===== config.mk =====
export PLATFORM = sky130hd
export DESIGN_NAME = slowclk_rtc
export DESIGN_NICKNAME = d
export VERILOG_FILES = /design/src/rtl/slowclk_rtc_pkg.sv /design/src/rtl/slowclk_rtc_commit.sv /design/src/rtl/slowclk_rtc_timer.sv /design/src/rtl/slowclk_rtc_flags.sv /design/src/rtl/slowclk_rtc.sv
export SDC_FILE = /design/constraint.sdc
export NUM_CORES = 1
export LEC_CHECK = 0
export BUFFER_PORTS_ARGS = -buffer_cell sky130_fd_sc_hd__buf_4
export CAP_MARGIN = 20
export CORE_MARGIN = 5
export CORE_UTILIZATION = 50
export DETAILED_ROUTE_END_ITERATION = 8
export GPL_ROUTABILITY_DRIVEN = 1
export PLACE_DENSITY = 0.66
export SETUP_SLACK_MARGIN = 0.15
export SLEW_MARGIN = 40
export SYNTH_ARGS = -nofsm -noshare
export SYNTH_HDL_FRONTEND = slang
export SYNTH_SLANG_ARGS = --single-unit

===== constraint.sdc =====
create_clock -name clk -period 8.4 [get_ports clk]
set_clock_uncertainty 0.05 [all_clocks]
set_input_delay 1.26 -clock clk [delete_from_list [all_inputs] [get_ports clk]]
set_output_delay 1.26 -clock clk [all_outputs]
set_load 0.01 [all_outputs]

===== src/rtl/slowclk_rtc_pkg.sv =====
package slowclk_rtc_pkg;
   // register byte offsets
   localparam logic [4:0] OFS_SEC   = 5'h00;
   localparam logic [4:0] OFS_FRAC  = 5'h04;
   localparam logic [4:0] OFS_ASEC  = 5'h08;
   localparam logic [4:0] OFS_AFRAC = 5'h0C;
   localparam logic [4:0] OFS_CTRL  = 5'h10;
   localparam logic [4:0] OFS_STAT  = 5'h14;
   localparam logic [4:0] OFS_IEN   = 5'h18;

   // status / enable bit positions
   localparam int ST_BUSY = 10;
   localparam int ST_NEXT = 9;
   localparam int ST_DONE = 8;
   localparam int ST_ERR  = 7;
   localparam int ST_ALM  = 4;
   localparam int ST_NV   = 1;
   localparam int ST_SV   = 0;
   localparam int CTRL_RUN = 3;

   typedef enum logic [2:0] {
      TGT_SEC, TGT_FRAC, TGT_ASEC, TGT_AFRAC, TGT_CTRL, TGT_STAT
   } slow_tgt_e;
endpackage


===== src/rtl/slowclk_rtc_commit.sv =====
// Single-entry slow-path write holder: commits on the Nth tick after accept.
module slowclk_rtc_commit
   import slowclk_rtc_pkg::*;
#(
   parameter int DATA_W       = 32,
   parameter int COMMIT_TICKS = 2
) (
   input  logic              clk,
   input  logic              rst_n,
   input  logic              tick,
   input  logic              req,
   input  slow_tgt_e         req_tgt,
   input  logic [DATA_W-1:0] req_data,
   output logic              busy,
   output logic              commit,
   output slow_tgt_e         commit_tgt,
   output logic [DATA_W-1:0] commit_data,
   output logic              drop
);
   logic      pend_q;
   slow_tgt_e tgt_q;
   logic [DATA_W-1:0] data_q;
   logic      last_tick;
   logic      accept;

   assign accept = req && !pend_q;
   assign drop   = req && pend_q;

   generate
      if (COMMIT_TICKS < 1) begin : g_bad
         $error("COMMIT_TICKS must be at least 1");
      end
      if (COMMIT_TICKS == 1) begin : g_one
         assign last_tick = pend_q && tick;
      end else begin : g_cnt
         localparam int CW = $clog2(COMMIT_TICKS);
         logic [CW-1:0] seen_q;
         assign last_tick = pend_q && tick && (seen_q == CW'(COMMIT_TICKS - 1));
         always_ff @(posedge clk or negedge rst_n) begin
            if (!rst_n)              seen_q <= '0;
            else if (accept)         seen_q <= '0;
            else if (pend_q && tick) seen_q <= seen_q + CW'(1);
         end
      end
   endgenerate

   always_ff @(posedge clk or negedge rst_n) begin
      if (!rst_n) begin
         pend_q <= 1'b0;
         tgt_q  <= TGT_CTRL;
         data_q <= '0;
      end else if (accept) begin
         pend_q <= 1'b1;
         tgt_q  <= req_tgt;
         data_q <= req_data;
      end else if (last_tick) begin
         pend_q <= 1'b0;
      end
   end

   assign busy        = pend_q;
   assign commit      = last_tick;
   assign commit_tgt  = tgt_q;
   assign commit_data = data_q;
endmodule


===== src/rtl/slowclk_rtc_timer.sv =====
// 47-bit (by default) time count with arming, loads and alarm match.
module slowclk_rtc_timer #(
   parameter int DATA_W = 32,
   parameter int SEC_W  = 32,
   parameter int FRAC_W = 15,
   localparam int CNT_W = SEC_W + FRAC_W
) (
   input  logic              clk,
   input  logic              rst_n,
   input  logic              tick,
   input  logic              run_en,
   input  logic              ld_sec,
   input  logic              ld_frac,
   input  logic [DATA_W-1:0] ld_val,
   input  logic [CNT_W-1:0]  alarm_val,
   output logic [CNT_W-1:0]  cnt_q,
   output logic              armed_q,
   output logic              hit
);
   logic             step;
   logic [CNT_W-1:0] cnt_d;

   assign step = tick && run_en && armed_q;

   always_comb begin
      if (ld_sec)       cnt_d = {ld_val[SEC_W-1:0], cnt_q[FRAC_W-1:0]};
      else if (ld_frac) cnt_d = {cnt_q[CNT_W-1:FRAC_W], ld_val[FRAC_W-1:0]};
      else if (step)    cnt_d = cnt_q + CNT_W'(1);
      else              cnt_d = cnt_q;
   end

   assign hit = (ld_sec || ld_frac || step) && (cnt_d == alarm_val);

   always_ff @(posedge clk or negedge rst_n) begin
      if (!rst_n) begin
         cnt_q   <= '0;
         armed_q <= 1'b0;
      end else begin
         cnt_q <= cnt_d;
         if (ld_sec) armed_q <= 1'b1;
      end
   end
endmodule


===== src/rtl/slowclk_rtc_flags.sv =====
// Sticky status flags and status word assembly.
module slowclk_rtc_flags
   import slowclk_rtc_pkg::*;
#(
   parameter int DATA_W = 32
) (
   input  logic              clk,
   input  logic              rst_n,
   input  logic              busy,
   input  logic              stat_rd,
   input  logic              commit,
   input  logic              stat_wr,
   input  logic              clr_err,
   input  logic              clr_alm,
   input  logic              clr_nv,
   input  logic              drop,
   input  logic              alarm_hit,
   output logic [DATA_W-1:0] status
);
   logic done_q, err_q, alm_q, nv_q;

   always_ff @(posedge clk or negedge rst_n) begin
      if (!rst_n) begin
         done_q <= 1'b0;
         err_q  <= 1'b0;
         alm_q  <= 1'b0;
         nv_q   <= 1'b1;
      end else begin
         if (commit)       done_q <= 1'b1;
         else if (stat_rd) done_q <= 1'b0;

         if (drop)                    err_q <= 1'b1;
         else if (stat_wr && clr_err) err_q <= 1'b0;

         if (alarm_hit)               alm_q <= 1'b1;
         else if (stat_wr && clr_alm) alm_q <= 1'b0;

         if (stat_wr && clr_nv) nv_q <= 1'b0;
      end
   end

   always_comb begin
      status          = '0;
      status[ST_BUSY] = busy;
      status[ST_NEXT] = !busy;
      status[ST_DONE] = done_q;
      status[ST_ERR]  = err_q;
      status[ST_ALM]  = alm_q;
      status[ST_NV]   = nv_q;
      status[ST_SV]   = 1'b0;
   end
endmodule


===== src/rtl/slowclk_rtc.sv =====
module slowclk_rtc
   import slowclk_rtc_pkg::*;
#(
   parameter int ADDR_W       = 8,
   parameter int DATA_W       = 32,
   parameter int SEC_W        = 32,
   parameter int FRAC_W       = 15,
   parameter int COMMIT_TICKS = 2
) (
   input  logic              clk,
   input  logic              rst_n,
   input  logic              tick,
   input  logic              bus_wr,
   input  logic              bus_rd,
   input  logic [ADDR_W-1:0] bus_addr,
   input  logic [DATA_W-1:0] bus_wdata,
   output logic [DATA_W-1:0] bus_rdata,
   output logic              irq
);
   localparam int CNT_W = SEC_W + FRAC_W;
   localparam logic [DATA_W-1:0] IEN_MASK =
      (DATA_W'(1) << ST_NEXT) | (DATA_W'(1) << ST_DONE) |
      (DATA_W'(1) << ST_ERR)  | (DATA_W'(1) << ST_ALM);

   generate
      if (ADDR_W < 5)          begin : g_e0 $error("ADDR_W too small");   end
      if (DATA_W < 16)         begin : g_e1 $error("DATA_W too small");   end
      if (SEC_W > DATA_W)      begin : g_e2 $error("SEC_W > DATA_W");     end
      if (FRAC_W >= DATA_W)    begin : g_e3 $error("FRAC_W >= DATA_W");   end
      if (FRAC_W < 1)          begin : g_e4 $error("FRAC_W must be >0");  end
   endgenerate

   // address decode
   logic a_sec, a_frac, a_asec, a_afrac, a_ctrl, a_stat, a_ien;
   assign a_sec   = bus_addr == ADDR_W'(OFS_SEC);
   assign a_frac  = bus_addr == ADDR_W'(OFS_FRAC);
   assign a_asec  = bus_addr == ADDR_W'(OFS_ASEC);
   assign a_afrac = bus_addr == ADDR_W'(OFS_AFRAC);
   assign a_ctrl  = bus_addr == ADDR_W'(OFS_CTRL);
   assign a_stat  = bus_addr == ADDR_W'(OFS_STAT);
   assign a_ien   = bus_addr == ADDR_W'(OFS_IEN);

   logic      slow_req;
   slow_tgt_e req_tgt;
   assign slow_req = bus_wr && (a_sec || a_frac || a_asec || a_afrac || a_ctrl || a_stat);

   always_comb begin
      if (a_sec)        req_tgt = TGT_SEC;
      else if (a_frac)  req_tgt = TGT_FRAC;
      else if (a_asec)  req_tgt = TGT_ASEC;
      else if (a_afrac) req_tgt = TGT_AFRAC;
      else if (a_stat)  req_tgt = TGT_STAT;
      else              req_tgt = TGT_CTRL;
   end

   // slow path
   logic              busy, commit, drop;
   slow_tgt_e         commit_tgt;
   logic [DATA_W-1:0] commit_data;

   slowclk_rtc_commit #(.DATA_W(DATA_W), .COMMIT_TICKS(COMMIT_TICKS)) u_commit (
      .clk(clk), .rst_n(rst_n), .tick(tick),
      .req(slow_req), .req_tgt(req_tgt), .req_data(bus_wdata),
      .busy(busy), .commit(commit), .commit_tgt(commit_tgt),
      .commit_data(commit_data), .drop(drop)
   );

   logic cm_sec, cm_frac, cm_asec, cm_afrac, cm_ctrl, cm_stat;
   assign cm_sec   = commit && (commit_tgt == TGT_SEC);
   assign cm_frac  = commit && (commit_tgt == TGT_FRAC);
   assign cm_asec  = commit && (commit_tgt == TGT_ASEC);
   assign cm_afrac = commit && (commit_tgt == TGT_AFRAC);
   assign cm_ctrl  = commit && (commit_tgt == TGT_CTRL);
   assign cm_stat  = commit && (commit_tgt == TGT_STAT);

   // configuration registers
   logic [DATA_W-1:0] ctrl_q, ien_q;
   logic [SEC_W-1:0]  asec_q;
   logic [FRAC_W-1:0] afrac_q;

   always_ff @(posedge clk or negedge rst_n) begin
      if (!rst_n) begin
         ctrl_q  <= '0;
         ien_q   <= '0;
         asec_q  <= '1;
         afrac_q <= '0;
      end else begin
         if (cm_ctrl)           ctrl_q  <= commit_data;
         if (cm_asec)           asec_q  <= commit_data[SEC_W-1:0];
         if (cm_afrac)          afrac_q <= commit_data[FRAC_W-1:0];
         if (bus_wr && a_ien)   ien_q   <= bus_wdata & IEN_MASK;
      end
   end

   // time count
   logic [CNT_W-1:0] cnt_q;
   logic             armed, alarm_hit;

   slowclk_rtc_timer #(.DATA_W(DATA_W), .SEC_W(SEC_W), .FRAC_W(FRAC_W)) u_timer (
      .clk(clk), .rst_n(rst_n), .tick(tick), .run_en(ctrl_q[CTRL_RUN]),
      .ld_sec(cm_sec), .ld_frac(cm_frac), .ld_val(commit_data),
      .alarm_val({asec_q, afrac_q}), .cnt_q(cnt_q), .armed_q(armed),
      .hit(alarm_hit)
   );

   // status
   logic [DATA_W-1:0] status;
   slowclk_rtc_flags #(.DATA_W(DATA_W)) u_flags (
      .clk(clk), .rst_n(rst_n), .busy(busy),
      .stat_rd(bus_rd && a_stat), .commit(commit), .stat_wr(cm_stat),
      .clr_err(commit_data[ST_ERR]), .clr_alm(commit_data[ST_ALM]),
      .clr_nv(commit_data[ST_NV]), .drop(drop), .alarm_hit(alarm_hit),
      .status(status)
   );

   // read mux
   always_comb begin
      bus_rdata = '0;
      if (a_sec)        bus_rdata = DATA_W'(cnt_q[CNT_W-1:FRAC_W]);
      else if (a_frac)  bus_rdata = DATA_W'(cnt_q[FRAC_W-1:0]);
      else if (a_asec)  bus_rdata = DATA_W'(asec_q);
      else if (a_afrac) bus_rdata = DATA_W'(afrac_q);
      else if (a_ctrl)  bus_rdata = ctrl_q;
      else if (a_stat)  bus_rdata = status;
      else if (a_ien)   bus_rdata = ien_q;
   end

   assign irq = |(status & ien_q);
endmodule


==> reports/metrics.csv, run 1 <==
stage;metric;value;unit
power;internal-power;1627;uW
sta;whs;0.4595;ns
die;die_w;157.9;um
yosys;synth_ff_type;dfrtp_1;
yosys;synth.avg_cell_area;9.475;um2
place;place_area;11740;um2
setup_path;cp.required;7.09;ns
setup_path;slowest_delay;0.56;ns
cells_and_area;regArea;4347;um2
routing;wl_per_cell;28.07;um
place;dp_worst_setup_slack;3.202;ns
die;rows;54;
routing;wirelength;41400;um
setup_path;criticalPathCategory;in -> out;
cells_and_area;final_util;57.06;%
yosys;yosysMostFrequentCell;dfrtp_1;
power;p_leak;0.005254;uW
yosys;ys_types;88;
setup_path;timing.rr.start;u_commit.busy;
yosys;synth-edff-count;0;
min_path;hold_path_class;reg -> reg;
setup_path;cp_slowest_cell;or4_1;
power;p_switching;1025;uW
global_routing;grt_pass1_vias;9730;
setup_path;crit_top_cell;buf_4;
clock_network;clock-sinks;172;
clock_network;cts-root-buf;clkbuf_16;
setup_path;critPathCaptureType;output pin;
setup_path;crit_fanout;21;
place;gp_congestion;1.024;
routing;viasPerCell;6.843;
job;cap_viol_max_count;0;
die;die_area;24930;um2
clock_network;post_cts_buffers;0;
global_routing;grt_pass1_wl;62290;um
sta;fin_tns_setup;0;ns
power;clkPwrFrac;32.1;%
power;power_switching_share;38.65;%
die;ios;78;
sta;tightest_slew;0.8321;ns
setup_path;crit_arrival;3.94;ns
sta;setup_viol;0;
cells_and_area;fillers;1938;
die;fp.dieH;157.9;um
yosys;synth.cells.most_frequent;138 x dfrtp_1, 119 x mux2_2, 110 x nand2_1;
yosys;yosys.area.top_type;dfrtp_1;
yosys;ys_warn_count;0;
yosys;ys_seq_area_share;39.75;%
clock_network;cts.htree.levels;4;
sta;period_needed;5.249;ns
cells_and_area;fin_area;12370;um2
setup_path;crit_start;bus_addr[0];
die;coreArea;21690;um2
global_routing;antenna_found_initial;1;
cells_and_area;drive_above_1_share;26.61;%
sta;fin_ws;3.151;ns
die;initial_utilization;50.42;%
cells_and_area;n_antenna_cell;0;
sta;hold_viol;0;
power;ir_drop;0.0001356;V
cells_and_area;final_nets;1228;
clock_network;clkTransAtPathRegs;0.08;ns
power;power_frac_comb;20.6;%
place;place_hpwl;30540;um
routing;ant_nets;0;
min_path;min_from;u_flags.nv_q;
yosys;synthArstFlopShare;100.0;%
sta;fin_crit_sh;62.48;%
clock_network;cts_made_buffers;17;
routing;first_iter_violations;1372;
cells_and_area;multiInputGateArea;6107;um2
sta;slew-limit-headroom;44.01;%
yosys;synth-seq-cells;172;
cells_and_area;areaGrowthSynthToFinish;13.17;%
place;portBuffers;77;
sta;drv_slew;0;
clock_network;clk_path_buf_depth;2;
setup_path;start_kind;input port;
clock_network;cts_tree;yes;
global_routing;grt_max_degree;61;
sta;rsz0062_at_grt;no;
routing;dr.pass1.iters;8;
power;pwr-share-seq;47.3;%
yosys;synth_fp_nets;1200;
global_routing;grt_use_total;33.62;%
outcome;status;finished, final reports clean;
routing;vias;10090;
clock_network;cts_hold_buf;0;
routing;drcViolationCount;0;
yosys;syn_inst;1154;
clock_network;insertion_delay;0.46;ns
yosys;netlist.area_leader.share;31.58;%
sta;timing.fmax;190.5;MHz
power;p_per_area;214.3;nW/um2
setup_path;cp_cell_sequence;buf_4 > or4_1 > nor2_1 > nand2_1 > nor3_2 > buf_4 > a221oi_1 > o21ai_0 > buf_4;
global_routing;overflow;0;
yosys;synthTopCellsByArea;dfrtp_1 32%, mux2_2 12%, dfstp_2 8.2%;
clock_network;ctsResizeCount;0;
yosys;synth_area;10930;um2
[cells by family after synthesis]
family | after synthesis | synth area share [%]
buffers and inverters | 132 | 4.772
AO/OA/AOI/OAI | 225 | 14.48
adder cells (fa/ha/maj) | 1 | 0.1144
flip-flops | 172 | 39.75
AND/OR/NAND/NOR | 407 | 20.41
multiplexers | 129 | 13.29
XOR/XNOR | 88 | 7.186
[layout by cell type, fill, tap and decap left out, types with 14 or more instances in the layout]
master and n:
nand4_1 40, clkbuf_16 17, a222oi_1 17, o21ai_0 66
and3_1 14, xnor2_1 60, mux2_2 119, xor2_1 27
nor2_1 61, inv_1 40, nor3_1 30, nand3_1 29
dfstp_2 34, a21oi_1 34, dfrtp_1 138, nor4_1 25
buf_4 93, nand2_1 109
[registers in the layout, indices dropped and copies added, names as in the netlist]
signal and count:
u_timer.armed_q 1, u_flags.nv_q 1, u_commit.busy 1, u_commit.g_cnt.seen_q 1, afrac_q 15, u_flags.alm_q 1
asec_q 32, u_timer.cnt_q 47, u_flags.done_q 1, ctrl_q 32, u_commit.commit_data 32, u_commit.commit_tgt 3
u_flags.err_q 1, ien_q 4
[worst paths after layout]
kind                       cells after the start  slack (ns)                        to
min in group asynchronous                      1        0.70                 ctrl_q[7]
min                                            1        0.46              u_flags.nv_q
min reg2reg                                    1        0.46              u_flags.nv_q
max reg2reg                                    9        4.21             u_flags.alm_q
max                                            9        3.15             bus_rdata[14]
max in group asynchronous                      2        6.61  u_commit.commit_data[22]
[worst max-delay path: cells and delay by family]
kind | cells | cell delay, ns
AO/OA/AOI/OAI | 2 | 0.39
buffers and inverters | 3 | 0.68
AND/OR/NAND/NOR | 4 | 1.59
[power by group through the flow]
stage / registers, uW / clock network [uW] / logic, uW
floorplan: 1070 / 0 / 443
global placement: 1250 / 0 / 525
detailed placement: 1250 / 0 / 531
CTS: 1240 / 857 / 533
global route: 1260 / 887 / 585
finish: 1250 / 852 / 546
[metrics by stage]
| stage | total power, uW | cells |
|---|---|---|
| 3_3_place_gp | 1775 | 1440 |
| 3_5_place_dp | 1779 | 1443 |
| 2_1_floorplan | 1517 | 1154 |
| 5_1_grt | 2737 | 1475 |
| 4_1_cts | 2625 | 1475 |
| 6_report | 2651 | 1475 |
[per-layer routing]
layer / share of wire, % / track usage [%] / up-vias
li1: - / - / 4351
met1: 43 / 48.95 / 4981
met2: 42 / 48.24 / 669
met3: 12 / 10.69 / 90
met4: 2.9 / 9.422 / 2
met5: 0.017 / 0 / -
[layout make-up]
class,instances,share of cell area [%]
flip-flops and latches,172,35.13
well taps,280,2.831
repair buffers,99,6.350
multi-input cells,850,49.35
clock inverters,15,1.628
inverters,42,1.274
clock buffers,17,3.438
(Power assumes the default switching activity.)
==> run 2: changes to the inputs <==
PLACE_DENSITY = 0.69   (was 0.66)
clock period = 4.3 ns   (was 8.4 ns; I/O delays follow)
==> run 2 against run 1 <==
  * Routed wire length increased by 4.8%
  * Cell count increased by 1.6%
  * First-iteration DRC count down 13%
  * Setup slack got worse by 2.6 ns
  * Critical endpoint is now bus_rdata[0]
==> reports/metrics.csv, run 2 (synthesized netlist as in run 1, its figures left out) <==
stage;metric;value;unit;change
outcome;status;finished, final reports clean;;unchanged
routing;ant_nets;0;;unchanged
sta;setup_viol;0;;unchanged
clock_network;cts_made_buffers;17;;unchanged
sta;rsz0062_at_grt;no;;unchanged
sta;fin_crit_sh;88.27;%;
routing;first_iter_violations;1199;;was 1372
setup_path;cp_slowest_cell;and2_1;;was or4_1
clock_network;clkTransAtPathRegs;0.09;ns;was 0.08 ns
routing;drcViolationCount;0;;unchanged
setup_path;crit_buf_inv;2;;was 3
job;cap_viol_max_count;0;;unchanged
setup_path;criticalPathCategory;in -> out;;unchanged
routing;wl_per_cell;28.93;um;was 28.07 um
clock_network;ctsResizeCount;0;;unchanged
cells_and_area;drive_above_1_share;27.97;%;was 26.61%
die;rows;54;;unchanged
global_routing;met1_usage;52.93;%;was 48.95%
clock_network;cts-root-buf;clkbuf_16;;unchanged
global_routing;grt_pass1_vias;9677;;was 9730
setup_path;r2r-end;u_flags.alm_q;;unchanged
cells_and_area;largest_reg_flops;47;;unchanged
cells_and_area;top_register;u_timer.cnt_q;;unchanged
clock_network;clk_path_buf_depth;2;;unchanged
setup_path;cp.required;3.61;ns;was 7.09 ns
cells_and_area;areaGrowthSynthToFinish;14.85;%;was 13.17%
setup_path;reg2reg_slack;0.69;ns;was 4.21 ns
power;p_per_area;419.3;nW/um2;was 214.3 nW/um2
global_routing;grt_util_met3;10.20;%;was 10.69%
sta;drv_slew;0;;unchanged
place;place_hpwl;32330;um;was 30540 um
die;die_w;157.9;um;unchanged
sta;slew-limit-headroom;47.83;%;was 44.01%
global_routing;grt_max_degree;88;;was 61
clock_network;post_cts_buffers;0;;unchanged
setup_path;slowest_delay;0.69;ns;was 0.56 ns
clock_network;insertion_delay;0.45;ns;was 0.46 ns
die;coreArea;21690;um2;unchanged
global_routing;antenna_found_initial;1;;unchanged
min_path;hold_path_class;in -> async;;was reg -> reg
sta;fin_tns_setup;0;ns;unchanged
clock_network;cts.htree.levels;4;;unchanged
clock_network;cts_tree;yes;;unchanged
routing;viasPerCell;6.736;;was 6.843
sta;timing.fmax;263.5;MHz;
cells_and_area;n_antenna_cell;0;;unchanged
global_routing;grt_use_total;35.25;%;was 33.62%
setup_path;timing.rr.start;u_timer.cnt_q[5];;was u_commit.busy
routing;vias;10100;;was 10090
global_routing;grt.met2_usage;48.40;%;was 48.24%
setup_path;start_kind;input port;;unchanged
place;gp_congestion;1.066;;was 1.024
setup_path;cp_cell_sequence;buf_4 > or4_1 > nor3_1 > and2_1 > a221oi_1 > o21ai_0 > buf_4;;was buf_4 > or4_1 > nor2_1 > nand2_1 > nor3_2 > buf_4 > a221oi_1 > o21ai_0 > buf_4
die;die_area;24930;um2;unchanged
power;ir_drop;0.0002728;V;was 0.0001356 V
setup_path;critPathCaptureType;output pin;;unchanged
setup_path;crit_arrival;3.10;ns;was 3.94 ns
setup_path;ff2ff_path_depth;10;;was 9
cells_and_area;final_nets;1252;;was 1228
cells_and_area;layout_common_cells;138 x dfrtp_1, 119 x mux2_2, 119 x buf_4, 110 x nand2_1, 66 x o21ai_0;;was 138 x dfrtp_1, 119 x mux2_2, 109 x nand2_1, 93 x buf_4, 66 x o21ai_0
sta;tightest_slew;0.7765;ns;was 0.8321 ns
routing;dr.pass1.iters;5;;was 8
clock_network;clock-sinks;172;;unchanged
clock_network;cts_hold_buf;0;;unchanged
setup_path;cp.depth;7;;was 9
setup_path;crit_start;bus_addr[0];;unchanged
setup_path;crit_family;simple AND/OR/NAND/NOR gates;;unchanged
setup_path;crit_fanout;12;;was 21
global_routing;grt_pass1_wl;64690;um;was 62290 um
setup_path;crit_top_cell;buf_4;;unchanged
die;fp.dieH;157.9;um;unchanged
global_routing;overflow;0;;unchanged
power;p_leak;0.005363;uW;was 0.005254 uW
die;initial_utilization;50.42;%;unchanged
cells_and_area;final_util;57.90;%;was 57.06%
global_routing;grt-busiest-layer;met1;;unchanged
cells_and_area;final_common_cell;dfrtp_1;;unchanged
routing;wirelength;43370;um;was 41400 um
place;portBuffers;77;;unchanged
sta;period_needed;3.796;ns;
setup_path;cp-endpoint;bus_rdata[0];;was bus_rdata[14]
die;ios;78;;unchanged
sta;hold_viol;0;;unchanged
[run 2: worst min-delay path by stage]
stage                     slack, ns  cells after the start         start              to
after CTS                      0.17                      1         rst_n  u_flags.done_q
after global placement         0.42                      1  u_flags.nv_q    u_flags.nv_q
after detailed placement       0.43                      1  u_flags.nv_q    u_flags.nv_q
after global routing           0.19                      1         rst_n       ctrl_q[7]
final                          0.11                      1         rst_n       ctrl_q[7]
after floorplan                0.30                      0         rst_n      afrac_q[0]
[run 2: final cells by class]
cell class              count  area (um2)
inverters                  42       157.7
fillers                  1958        9130
multi-input cells         850        6100
repair buffers            123       968.4
clock inverters            15       210.2
well taps                 280       350.3
flip-flops and latches    172        4347
clock buffers              17       425.4
[run 2: layer usage]
metal / wire (um) / vias up / part of all wire [%]
met4: 1355 / 2 / 3.1
met1: 19180 / 5057 / 44
li1: - / 4391 / -
met2: 18190 / 555 / 42
met3: 4641 / 93 / 11
met5: 10 / - / 0.023
[run 2: per-stage QoR]
stage,cells,cell area (um2),power [uW],setup WS [ns],hold slack (ns)
4_1_cts,1499,12560,5221,0.5185,0.1687
6_report,1499,12560,5265,0.5044,0.1053
3_5_place_dp,1467,11920,3559,0.5302,0.4262
5_1_grt,1499,12560,5449,0.3129,0.1940
2_1_floorplan,1154,10930,2963,0.9790,0.2994
3_3_place_gp,1467,11910,3546,0.4754,0.4205
[run 2: where the power goes]
part | internal, uW | switching, uW | leakage [uW]
Combinational | 541 | 655 | 0.00285
Clock | 851 | 823 | 0.000306
Sequential | 1880 | 518 | 0.00220
[run 2: worst reg2reg max path, cell delays in order (launching register included)]
cell	delay (ns)
dfrtp_1	0.45
nand4_1	0.32
or4_1	0.90
nor3_2	0.42
mux2i_1	0.21
nor4b_1	0.26
buf_4	0.18
nand4_1	0.09
nor4_1	0.39
nand4_1	0.16
o21ai_1	0.14
